### config.mk
export PLATFORM = sky130hd
export DESIGN_NAME = dbg_cmd_ctrl
export DESIGN_NICKNAME = d
export VERILOG_FILES = /design/src/rtl/dbg_pkg.sv /design/src/rtl/dbg_cmd_gate.sv /design/src/rtl/dbg_status_reg.sv /design/src/rtl/dbg_cmd_ctrl.sv
export SDC_FILE = /design/constraint.sdc
export NUM_CORES = 1
export LEC_CHECK = 0
export BUFFER_PORTS_ARGS = -buffer_cell sky130_fd_sc_hd__buf_2
export CAP_MARGIN = 20
export CORE_MARGIN = 5
export CORE_UTILIZATION = 50
export CTS_CLUSTER_DIAMETER = 100
export DETAILED_ROUTE_END_ITERATION = 10
export PLACE_DENSITY = 0.91
export SLEW_MARGIN = 20
export SYNTH_ARGS = -nofsm -noshare
export SYNTH_HDL_FRONTEND = slang
export SYNTH_SLANG_ARGS = --single-unit
### constraint.sdc
create_clock -name clk -period 2.2 [get_ports clk]
set_input_delay 0 -clock clk [delete_from_list [all_inputs] [get_ports clk]]
set_output_delay 0 -clock clk [all_outputs]
set_load 0.03 [all_outputs]
### src/rtl/dbg_pkg.sv
package dbg_pkg;

    typedef enum logic [1:0] {
        MODE_USER = 2'd0,
        MODE_HALT = 2'd1,
        MODE_WAIT = 2'd2,
        MODE_STOP = 2'd3
    } mode_e;

    typedef enum logic [4:0] {
        OP_BREAK    = 5'd0,
        OP_CTRL_WR  = 5'd1,
        OP_STAT_RD  = 5'd2,
        OP_BYTE_RD  = 5'd3,
        OP_BYTE_WR  = 5'd4,
        OP_LAST_RD  = 5'd5,
        OP_NEXT_RD  = 5'd6,
        OP_NEXT_WR  = 5'd7,
        OP_RD_A     = 5'd8,
        OP_WR_A     = 5'd9,
        OP_RD_HX    = 5'd10,
        OP_WR_HX    = 5'd11,
        OP_RD_SP    = 5'd12,
        OP_WR_SP    = 5'd13,
        OP_RD_PC    = 5'd14,
        OP_WR_PC    = 5'd15,
        OP_RD_CCR   = 5'd16,
        OP_WR_CCR   = 5'd17,
        OP_STEP     = 5'd18,
        OP_RESUME   = 5'd19,
        OP_RESUME_T = 5'd20
    } op_e;

    typedef enum logic [1:0] {
        ACT_RUN    = 2'd0,
        ACT_REFUSE = 2'd1,
        ACT_IGNORE = 2'd2
    } act_e;

    typedef enum logic [1:0] {
        ST_IDLE = 2'd0,
        ST_NEXT = 2'd1,
        ST_STEP = 2'd2
    } fsm_e;

    localparam logic [2:0] SEL_HX = 3'd1;

    function automatic logic [7:0] stat_byte(logic en, logic err, mode_e m);
        return {en, (m == MODE_HALT), err, m, 3'b000};
    endfunction

endpackage

### src/rtl/dbg_cmd_gate.sv
module dbg_cmd_gate
    import dbg_pkg::*;
(
    input  logic [4:0] op,
    input  mode_e      cur_mode,
    input  logic       en,
    output act_e       act
);
    logic low_power;
    logic halted;

    always_comb begin
        low_power = (cur_mode == MODE_WAIT) || (cur_mode == MODE_STOP);
        halted    = (cur_mode == MODE_HALT);
        act       = ACT_REFUSE;
        if (op == OP_BREAK) begin
            act = en ? ACT_RUN : ACT_IGNORE;
        end else if (!low_power) begin
            unique case (op)
                OP_CTRL_WR, OP_STAT_RD, OP_BYTE_RD,
                OP_BYTE_WR, OP_LAST_RD:
                    act = ACT_RUN;
                OP_NEXT_RD, OP_NEXT_WR,
                OP_RD_A,  OP_WR_A,  OP_RD_HX, OP_WR_HX,
                OP_RD_SP, OP_WR_SP, OP_RD_PC, OP_WR_PC,
                OP_RD_CCR, OP_WR_CCR,
                OP_STEP, OP_RESUME, OP_RESUME_T:
                    act = halted ? ACT_RUN : ACT_REFUSE;
                default:
                    act = ACT_REFUSE;
            endcase
        end
    end
endmodule

### src/rtl/dbg_status_reg.sv
module dbg_status_reg (
    input  logic clk,
    input  logic rst_n,
    input  logic ctrl_wr,
    input  logic ctrl_en,
    input  logic set_err,
    output logic en,
    output logic err
);
    typedef struct packed {
        logic en;
        logic err;
    } stat_t;

    stat_t st_d, st_q;

    always_comb begin
        st_d = st_q;
        if (ctrl_wr) begin
            st_d.en  = ctrl_en;
            st_d.err = 1'b0;
        end
        if (set_err) begin
            st_d.err = 1'b1;
        end
    end

    always_ff @(posedge clk or negedge rst_n) begin
        if (!rst_n) begin
            st_q <= '0;
        end else begin
            st_q <= st_d;
        end
    end

    assign en  = st_q.en;
    assign err = st_q.err;
endmodule

### src/rtl/dbg_cmd_ctrl.sv
module dbg_cmd_ctrl
    import dbg_pkg::*;
#(
    parameter int ADDR_W = 16,
    parameter int DATA_W = 8
) (
    input  logic              clk,
    input  logic              rst_n,
    input  logic              cmd_valid,
    output logic              cmd_ready,
    input  logic [4:0]        cmd_op,
    input  logic [ADDR_W-1:0] cmd_addr,
    input  logic [ADDR_W-1:0] cmd_data,
    output logic              done,
    output logic              refused,
    output logic [2*DATA_W-1:0] rdata,
    output logic [1:0]        mode,
    output logic              cpu_run,
    input  logic              cpu_wait,
    input  logic              cpu_stop,
    input  logic              cpu_step_done,
    output logic              reg_re,
    output logic              reg_we,
    output logic [2:0]        reg_sel,
    output logic [ADDR_W-1:0] reg_wdata,
    input  logic [ADDR_W-1:0] reg_rdata,
    output logic              mem_req,
    output logic              mem_we,
    output logic [ADDR_W-1:0] mem_addr,
    output logic [DATA_W-1:0] mem_wdata,
    input  logic [DATA_W-1:0] mem_rdata
);
    localparam int RD_W = 2 * DATA_W;

    typedef struct packed {
        mode_e             mode;
        fsm_e              fsm;
        logic              done;
        logic              refused;
        logic [RD_W-1:0]   rdata;
        logic [ADDR_W-1:0] ptr;
        logic [DATA_W-1:0] last;
        logic              nwr;
        logic [DATA_W-1:0] wbyte;
    } ctl_t;

    ctl_t st_d, st_q;

    logic       accept;
    act_e       act;
    logic       stat_en;
    logic       stat_err;
    logic       ctrl_wr;
    logic       set_err;
    logic [3:0] roff;
    logic [7:0] status;

    dbg_cmd_gate u_gate (
        .op       (cmd_op),
        .cur_mode (st_q.mode),
        .en       (stat_en),
        .act      (act)
    );

    dbg_status_reg u_stat (
        .clk     (clk),
        .rst_n   (rst_n),
        .ctrl_wr (ctrl_wr),
        .ctrl_en (cmd_data[7]),
        .set_err (set_err),
        .en      (stat_en),
        .err     (stat_err)
    );

    assign accept  = cmd_valid && (st_q.fsm == ST_IDLE);
    assign ctrl_wr = accept && (act == ACT_RUN) && (cmd_op == OP_CTRL_WR);
    assign set_err = accept && (act == ACT_REFUSE);
    assign roff    = cmd_op[3:0] - 4'd8;
    assign status  = stat_byte(stat_en, stat_err, st_q.mode);

    always_comb begin
        st_d         = st_q;
        st_d.done    = 1'b0;
        st_d.refused = 1'b0;
        reg_re       = 1'b0;
        reg_we       = 1'b0;
        reg_sel      = '0;
        reg_wdata    = cmd_data;
        mem_req      = 1'b0;
        mem_we       = 1'b0;
        mem_addr     = cmd_addr;
        mem_wdata    = cmd_data[DATA_W-1:0];

        unique case (st_q.fsm)
            ST_IDLE: begin
                if (accept) begin
                    st_d.done    = 1'b1;
                    st_d.refused = (act == ACT_REFUSE);
                    st_d.rdata   = '0;
                    if (act == ACT_RUN) begin
                        unique case (cmd_op)
                            OP_BREAK:   st_d.mode = MODE_HALT;
                            OP_CTRL_WR: ;
                            OP_STAT_RD: st_d.rdata = RD_W'(status);
                            OP_BYTE_RD: begin
                                mem_req    = 1'b1;
                                st_d.rdata = RD_W'(mem_rdata);
                                st_d.last  = mem_rdata;
                            end
                            OP_BYTE_WR: begin
                                mem_req = 1'b1;
                                mem_we  = 1'b1;
                            end
                            OP_LAST_RD: st_d.rdata = RD_W'(st_q.last);
                            OP_NEXT_RD, OP_NEXT_WR: begin
                                reg_re     = 1'b1;
                                reg_sel    = SEL_HX;
                                st_d.ptr   = reg_rdata + 1'b1;
                                st_d.nwr   = (cmd_op == OP_NEXT_WR);
                                st_d.wbyte = cmd_data[DATA_W-1:0];
                                st_d.rdata = {DATA_W'(status), DATA_W'(0)};
                                st_d.done  = 1'b0;
                                st_d.fsm   = ST_NEXT;
                            end
                            OP_STEP: begin
                                st_d.mode = MODE_USER;
                                st_d.done = 1'b0;
                                st_d.fsm  = ST_STEP;
                            end
                            OP_RESUME, OP_RESUME_T: st_d.mode = MODE_USER;
                            default: begin
                                reg_sel    = roff[3:1];
                                reg_we     = roff[0];
                                reg_re     = !roff[0];
                                st_d.rdata = roff[0] ? '0 : RD_W'(reg_rdata);
                            end
                        endcase
                    end
                end else if (st_q.mode == MODE_USER) begin
                    if (cpu_stop) begin
                        st_d.mode = MODE_STOP;
                    end else if (cpu_wait) begin
                        st_d.mode = MODE_WAIT;
                    end
                end
            end
            ST_NEXT: begin
                reg_we    = 1'b1;
                reg_sel   = SEL_HX;
                reg_wdata = st_q.ptr;
                mem_req   = 1'b1;
                mem_we    = st_q.nwr;
                mem_addr  = st_q.ptr;
                mem_wdata = st_q.wbyte;
                if (!st_q.nwr) begin
                    st_d.rdata = {st_q.rdata[RD_W-1 -: DATA_W], mem_rdata};
                    st_d.last  = mem_rdata;
                end
                st_d.done = 1'b1;
                st_d.fsm  = ST_IDLE;
            end
            ST_STEP: begin
                if (cpu_step_done) begin
                    st_d.mode = MODE_HALT;
                    st_d.done = 1'b1;
                    st_d.fsm  = ST_IDLE;
                end
            end
            default: st_d.fsm = ST_IDLE;
        endcase
    end

    always_ff @(posedge clk or negedge rst_n) begin
        if (!rst_n) begin
            st_q <= '0;
        end else begin
            st_q <= st_d;
        end
    end

    assign cmd_ready = (st_q.fsm == ST_IDLE);
    assign done      = st_q.done;
    assign refused   = st_q.refused;
    assign rdata     = st_q.rdata;
    assign mode      = st_q.mode;
    assign cpu_run   = (st_q.mode == MODE_USER);
endmodule

==> flow_summary.toml, run 1 <==
[run_status]
outcome = "finished, final reports clean"

[synthesis]
syn_area_per_cell_um2 = 8.40
yosys.area.top_type = "dfrtp_1"
yosys-top-cells-area = "dfrtp_1 39%, nand2_1 13%, mux2_2 9.0%"
synth_nets = 499
synth_edf_count = 0
netlist.area_leader.share_pct = 39.4
ys_warn_count = 0
ys_ff_latch = 57
ys_types = 53
syn_area_um2 = 3620
async_reset_ff_share_pct = 100
syn-instance-count = 431
synth_flop_cell = "dfrtp_1"
synth-seq-area-share_pct = 39.4

[sta]
fin_crit_sh_pct = 95.0
tns_ns = 0
worst_pin_slew_ns = 0.546
final_max_slew_viol_count = 0
max_slew_margin_pct = 63.3
hold_viol = 0
whs_ns = 0.0177
fmax_mhz = 479
rsz0062_at_grt = "no"
skew_ns = 0.0115
finalCriticalPeriod_ns = 2.09
setup_viol = 0

[cts]
clockBufferDepth = 2
clk_latency_ns = 0.36
clkSinkCount = 57
htreeDepth = 3
clock-root-buffer = "clkbuf_8"
cts_buffers = 9
cts_tree = "done"
clk_pin_slew_worst_paths_ns = 0.06

[cells_and_area]
num-fill-cells = 608
drive_above_1_share_pct = 36.7
final_common_cell = "buf_2"
synthToLayoutAreaGrowth_pct = 32.5
antenna_cells = 0
postLayoutCellArea_um2 = 4800
finish.net_count = 647
layout_common_cells = "135 x buf_2, 127 x nand2_1, 57 x dfrtp_1"

[global_routing]
grt_busiest_layer = "met2"
grt_pass1_wl_um = 16600
track_usage_pct = 23.5
grt_use_met3_pct = 4.18
grt_use_met1_pct = 28.4
met2_usage_pct = 40.3
grt_pass1_vias = 3503
grt_max_degree = 37
overflow = 0
antenna_found_initial = 0

[die]
start_util_pct = 50.8
row_count = 31
pin_count = 136
die_area_um2 = 9050
die_x_um = 95.1
fp.dieH_um = 95.1
core-area_um2 = 7140

[hold_path]
hold_path_class = "in -> reg"
worstHoldStart = "reg_rdata[6]"
whs_endpoint = "rdata[6]"
holdPathStages = 3

[route]
viasPerCell = 5.38
drt_iter0_markers = 155
drc_errors = 0
wl_per_cell_um = 15.5
drtAntennaViolNets = 0
drt_wl_total_um = 10500
drtPass1Iterations = 4
vias = 3666

[place]
place_area_um2 = 4320
place.detailed.hpwl_um = 7950
gp_congestion = 0.935
port_buffers = 135

[critical_path]
crit_buf_inv = 1
cp.arrival_ns = 2.09
timing.rr.end = "mode[1]"
reg2reg_slack_ns = 0.18
max_stage_delay_ns = 0.42
reg2reg_depth = 6
rr_startpoint = "mode[0]"
endpoint_kind = "primary output"
criticalPathCategory = "reg -> out"
crit_slowest_cell = "dfrtp_1"
crit_fanout = 11
crit_required_ns = 2.20
crit_chain = "nand2b_2, a221oi_4, a31o_4, nand2_2, o21ai_1, buf_2"
path_depth = 6
path_delay_family = "compound AO/OA/AOI/OAI gates"
start_kind = "register"

[flow_run]
cap_violations = 0

[power]
ir_drop_mv = 0.467
powerDensity_nw_per_um2 = 797
leakagePower_nw = 2.48
-- power by group --
group	internal, mW	switching (mW)	total, mW
Clock	0.626	0.436	1.06
Combinational	0.529	0.700	1.23
Sequential	1.35	0.190	1.54
-- metal layers --
layer / wire, µm / share of wire [%]
met1: 4220 / 40
met2: 5310 / 50
met3: 779 / 7.4
met4: 234 / 2.2
met5: 0 / 0
-- logic make-up after synthesis --
kind of cell | synth area share, %
and+or+nand+nor | 24.7
AOI/OAI and AO/OA | 13.5
DFF | 39.4
buffers and inverters | 7.39
muxes | 10.8
xor gates and xnor gates | 3.87
adders and majority gates | 0.345
-- synth_stat cells (all sizes together) (2+ instances only) --
cell    number
mux2i        2
nor2b        2
a22oi        3
o211ai       2
a221oi       2
o22ai        2
a31o         2
a21oi       19
buf         28
nand3       17
dfrtp       57
clkbuf      13
nand2      128
nor3         6
o31ai        2
xor2         8
nor4         2
a211oi       9
and4         2
nand3b       2
mux2        33
a31oi        3
and2         2
xnor2        8
nor2        26
nand4        3
inv          8
o21ai       17
a222oi       3
and3         2
nand2b       3
nor3b        4
-- timing repair --
action	4_1_cts	5_1_grt
hold endpoints to repair	84	0
endpoints found under the setup margin	7	9
pin swaps	0	1
setup buffers	0	2
gates resized for setup	1	2
cloned	0	0
hold buffers	24	0
-- tightest hold or removal path, delay by kind of cell --
kind / cells / cell delay [ns]
AO/OA/AOI/OAI: 2 / 0.20
buffers and inverters: 1 / 0.12
-- flip-flops by register name, summed over array words and instances (netlist names) --
register	flops
done	1
mode	2
rdata	16
refused	1
st_q	35
u_stat.en	1
u_stat.err	1
-- layout make-up --
| class | count | area [µm²] | area share (%) |
|---|---|---|---|
| Tap cell | 99 | 124 | 2.58 |
| Clock inverter | 6 | 83.8 | 1.75 |
| Multi-Input combinational cell | 325 | 1950 | 40.7 |
| Clock buffer | 9 | 124 | 2.58 |
| Timing Repair Buffer | 178 | 1060 | 22.0 |
| Sequential cell | 57 | 1430 | 29.7 |
| Inverter | 8 | 30.0 | 0.625 |
-- stage by stage --
stage / instances / total power [mW] / util, % / setup slack, ns
floorplan: 431 / 2.37 / - / 0.104
global placement: 641 / 2.65 / 60.6 / 0.201
detailed placement: 641 / 2.70 / 60.6 / 0.120
CTS: 680 / 3.80 / 66.9 / 0.0188
global route: 682 / 4.01 / 67.3 / 0.0204
finish: 682 / 3.83 / 67.3 / 0.111
-- worst max-delay path by stage --
stage	slack [ns]	startpoint	endpoint
floorplan	0.10	st_q[52]	mem_we
global placement	0.20	mode[0]	st_q[18]
detailed placement	0.12	mode[0]	st_q[18]
CTS	0.02	mode[0]	reg_sel[2]
global route	0.02	st_q[52]	mem_req
finish	0.11	mode[0]	mem_req
Note: power is estimated with default switching activity, not from simulation.
==> inputs of run 2 (changes only) <==
--- a/config.mk
+++ b/config.mk
@@ -11,8 +11,9 @@
 export CORE_UTILIZATION = 50
 export CTS_CLUSTER_DIAMETER = 100
 export DETAILED_ROUTE_END_ITERATION = 10
-export PLACE_DENSITY = 0.91
+export PLACE_DENSITY = 0.9
 export SLEW_MARGIN = 20
 export SYNTH_ARGS = -nofsm -noshare
 export SYNTH_HDL_FRONTEND = slang
+export SYNTH_HIERARCHICAL = 1
 export SYNTH_SLANG_ARGS = --single-unit
==> run 2 against run 1 <==
  * Clock power about the same
  * Register-to-register slack got worse by 0.16 ns
  * First-iteration DRC count grew 110%
  * Sequential share of layout area decreased by 1.9 points
  * Design area is 6.9% higher
  * Combinational power fell by 13%
  * Final cell count is 11% higher
  * Die area rose by 3.9%
==> flow_summary.toml, run 2 <==
[synthesis]
synth-seq-area-share_pct = 37.7
synth_top_family_by_area = "simple AND/OR/NAND/NOR gates"
muxShareOfSynthArea_pct = 3.04
synth_edf_count = 0
syn-instance-count = 497
yosys.area.top_type = "dfrtp_1"
yosys-top-cells-count = "168 x nand2_1, 57 x dfrtp_1, 28 x o21ai_0"
netlist.area_leader.share_pct = 37.7
yosysMostFrequentCell = "nand2_1"
synthXorXnorAreaFrac_pct = 2.78
yosys-top-cells-area = "dfrtp_1 38%, nand2_1 17%, o21ai_0 3.7%"
synth_compound_gate_area_share_pct = 16.9
syn_area_per_cell_um2 = 7.61
ys_types = 59
ys_warn_count = 6
syn_area_um2 = 3780
synthSimpleGateAreaFrac_pct = 31.6
async_reset_ff_share_pct = 100
synth_flop_cell = "dfrtp_1"
synthAdderAreaFrac_pct = 0.331
synth_nets = 565
ys_ff_latch = 57

[cells_and_area]
drive_above_1_share_pct = 30.5
antenna_cells = 0
finish.net_count = 723
largest_register_ffs = 35
layout_common_cells = "167 x nand2_1, 133 x buf_2, 56 x dfrtp_1"
top_register = "st_q"
postLayoutCellArea_um2 = 5130
final_common_cell = "nand2_1"
synthToLayoutAreaGrowth_pct = 35.7

[route]
drt_iter0_markers = 323
viasPerCell = 5.55
drc_errors = 0
vias = 4213
drt_wl_total_um = 12900
wl_per_cell_um = 17.0
drtPass1Iterations = 5
drtAntennaViolNets = 0

[cts]
clock-root-buffer = "clkbuf_8"
htreeDepth = 3
clk_latency_ns = 0.35
clockBufferDepth = 2
clk_pin_slew_worst_paths_ns = 0.07
clkSinkCount = 57
cts_buffers = 9
cts_tree = "done"

[sta]
worst_pin_slew_ns = 0.706
max_slew_margin_pct = 52.9
skew_ns = 0.00597
fin_crit_sh_pct = 99.3
fin_ws_ns = 0.0157
rsz0062_at_grt = "yes"
final_max_slew_viol_count = 0
hold_viol = 0
setup_viol = 0
fmax_mhz = 458
finalCriticalPeriod_ns = 2.18

[global_routing]
track_usage_pct = 26.8
overflow = 0
antenna_found_initial = 0
grt_pass1_vias = 4131
grt_max_degree = 33
grt_pass1_wl_um = 20800

[die]
row_count = 31
pin_count = 136
die_x_um = 97.0
start_util_pct = 51.9
die_area_um2 = 9400
fp.dieH_um = 97.0
core-area_um2 = 7290

[power]
ir_drop_mv = 0.500
p_total_mw = 3.53
seq_power_share_pct = 40.6
leakagePower_nw = 2.61
swShare_pct = 35.5
combPwrFrac_pct = 30.3
powerDensity_nw_per_um2 = 687
intPower_mw = 2.28
switchingPower_mw = 1.25
p_clk_share_pct = 29.1

[place]
gp_congestion = 0.972
dp_slack_ns = 0.0604
place_area_um2 = 4520
port_buffers = 135
place.detailed.hpwl_um = 9260

[flow_run]
cap_violations = 0

[run_status]
outcome = "finished, final reports clean"

[critical_path]
cp.arrival_ns = 2.47
crit_fanout = 6
criticalPathCategory = "reg -> reg"
start_kind = "register"
endpoint_kind = "register"
crit_required_ns = 2.49

[hold_path]
hold_path_class = "in -> reg"
## run 2: final cells by class
cell class,instances,area (µm²)
Clock inverter,5,53.8
Sequential cell,57,1430
Tap cell,99,124
Multi-Input combinational cell,383,2140
Inverter,15,60.1
Fill cell,566,2160
Timing Repair Buffer,189,1180
Clock buffer,11,151
## run 2: cells by family (layout without fill, tap and decap cells)
group           Yosys count  count (layout)
flops                    57              57
buf+inv                  57             220
simple gates            264             264
fa+ha+maj                 1               1
mux                      11              11
xor+xnor                 12              12
compound gates           95              95
## run 2: worst max-delay path: stages, from the launching register on
cell and delay [ns]:
dfrtp_2 0.44, buf_4 0.16, nor2b_1 0.15, a22oi_2 0.12, nor2_2 0.29, buf_4 0.18
nand3_2 0.13, or4_1 0.56, nand3_1 0.10
## run 2: per-stage QoR
stage | hold WS, ns | TNS, ns | util [%] | instances
after floorplan | -0.296 | 0 | - | 497
after global placement | 0.0707 | 0 | 62.0 | 710
after detailed placement | 0.0838 | 0 | 62.0 | 710
after CTS | 0.00534 | 0 | 68.9 | 754
after global routing | 0.0295 | -0.135 | 70.4 | 759
final | 0.000698 | 0 | 70.4 | 759
## run 2: routing by layer
metal / up-vias / GRT usage, % / wire length (µm)
met5: - / 0 / 0
met4: 0 / 8.32 / 236
met3: 27 / 6.40 / 1130
met2: 225 / 45.9 / 6350
met1: 1959 / 33.4 / 5160
li1: 2002 / - / -
## run 2: repair_timing
item / in CTS / in global routing
hold endpoints to repair: 62 / 0
gates resized for setup: 4 / 16
pin swaps: 0 / 3
setup buffers: 0 / 5
setup endpoints to repair: 5 / 18
hold buffers: 28 / 0
## run 2: power groups by stage
stage	combinational (mW)	clock [mW]	sequential [mW]
6_report	1.07	1.03	1.43
5_1_grt	1.17	1.08	1.46
4_1_cts	1.03	1.03	1.42
3_5_place_dp	0.974	0	1.44
3_3_place_gp	0.951	0	1.43
2_1_floorplan	0.648	0	1.43
## run 2: path summary, 6_finish.rpt
path,startpoint,endpoint,slack (ns),cells past startpoint
setup / recovery,mode[1],st_q[30],0.02,8
min in group asynchronous,rst_n,refused,0.23,2
hold / removal,reg_rdata[7],st_q[24],0.0007,3
hold reg to reg,st_q[2],st_q[2],0.48,2
max in group asynchronous,rst_n,mode[1],1.27,3
setup reg to reg,mode[1],st_q[30],0.02,8
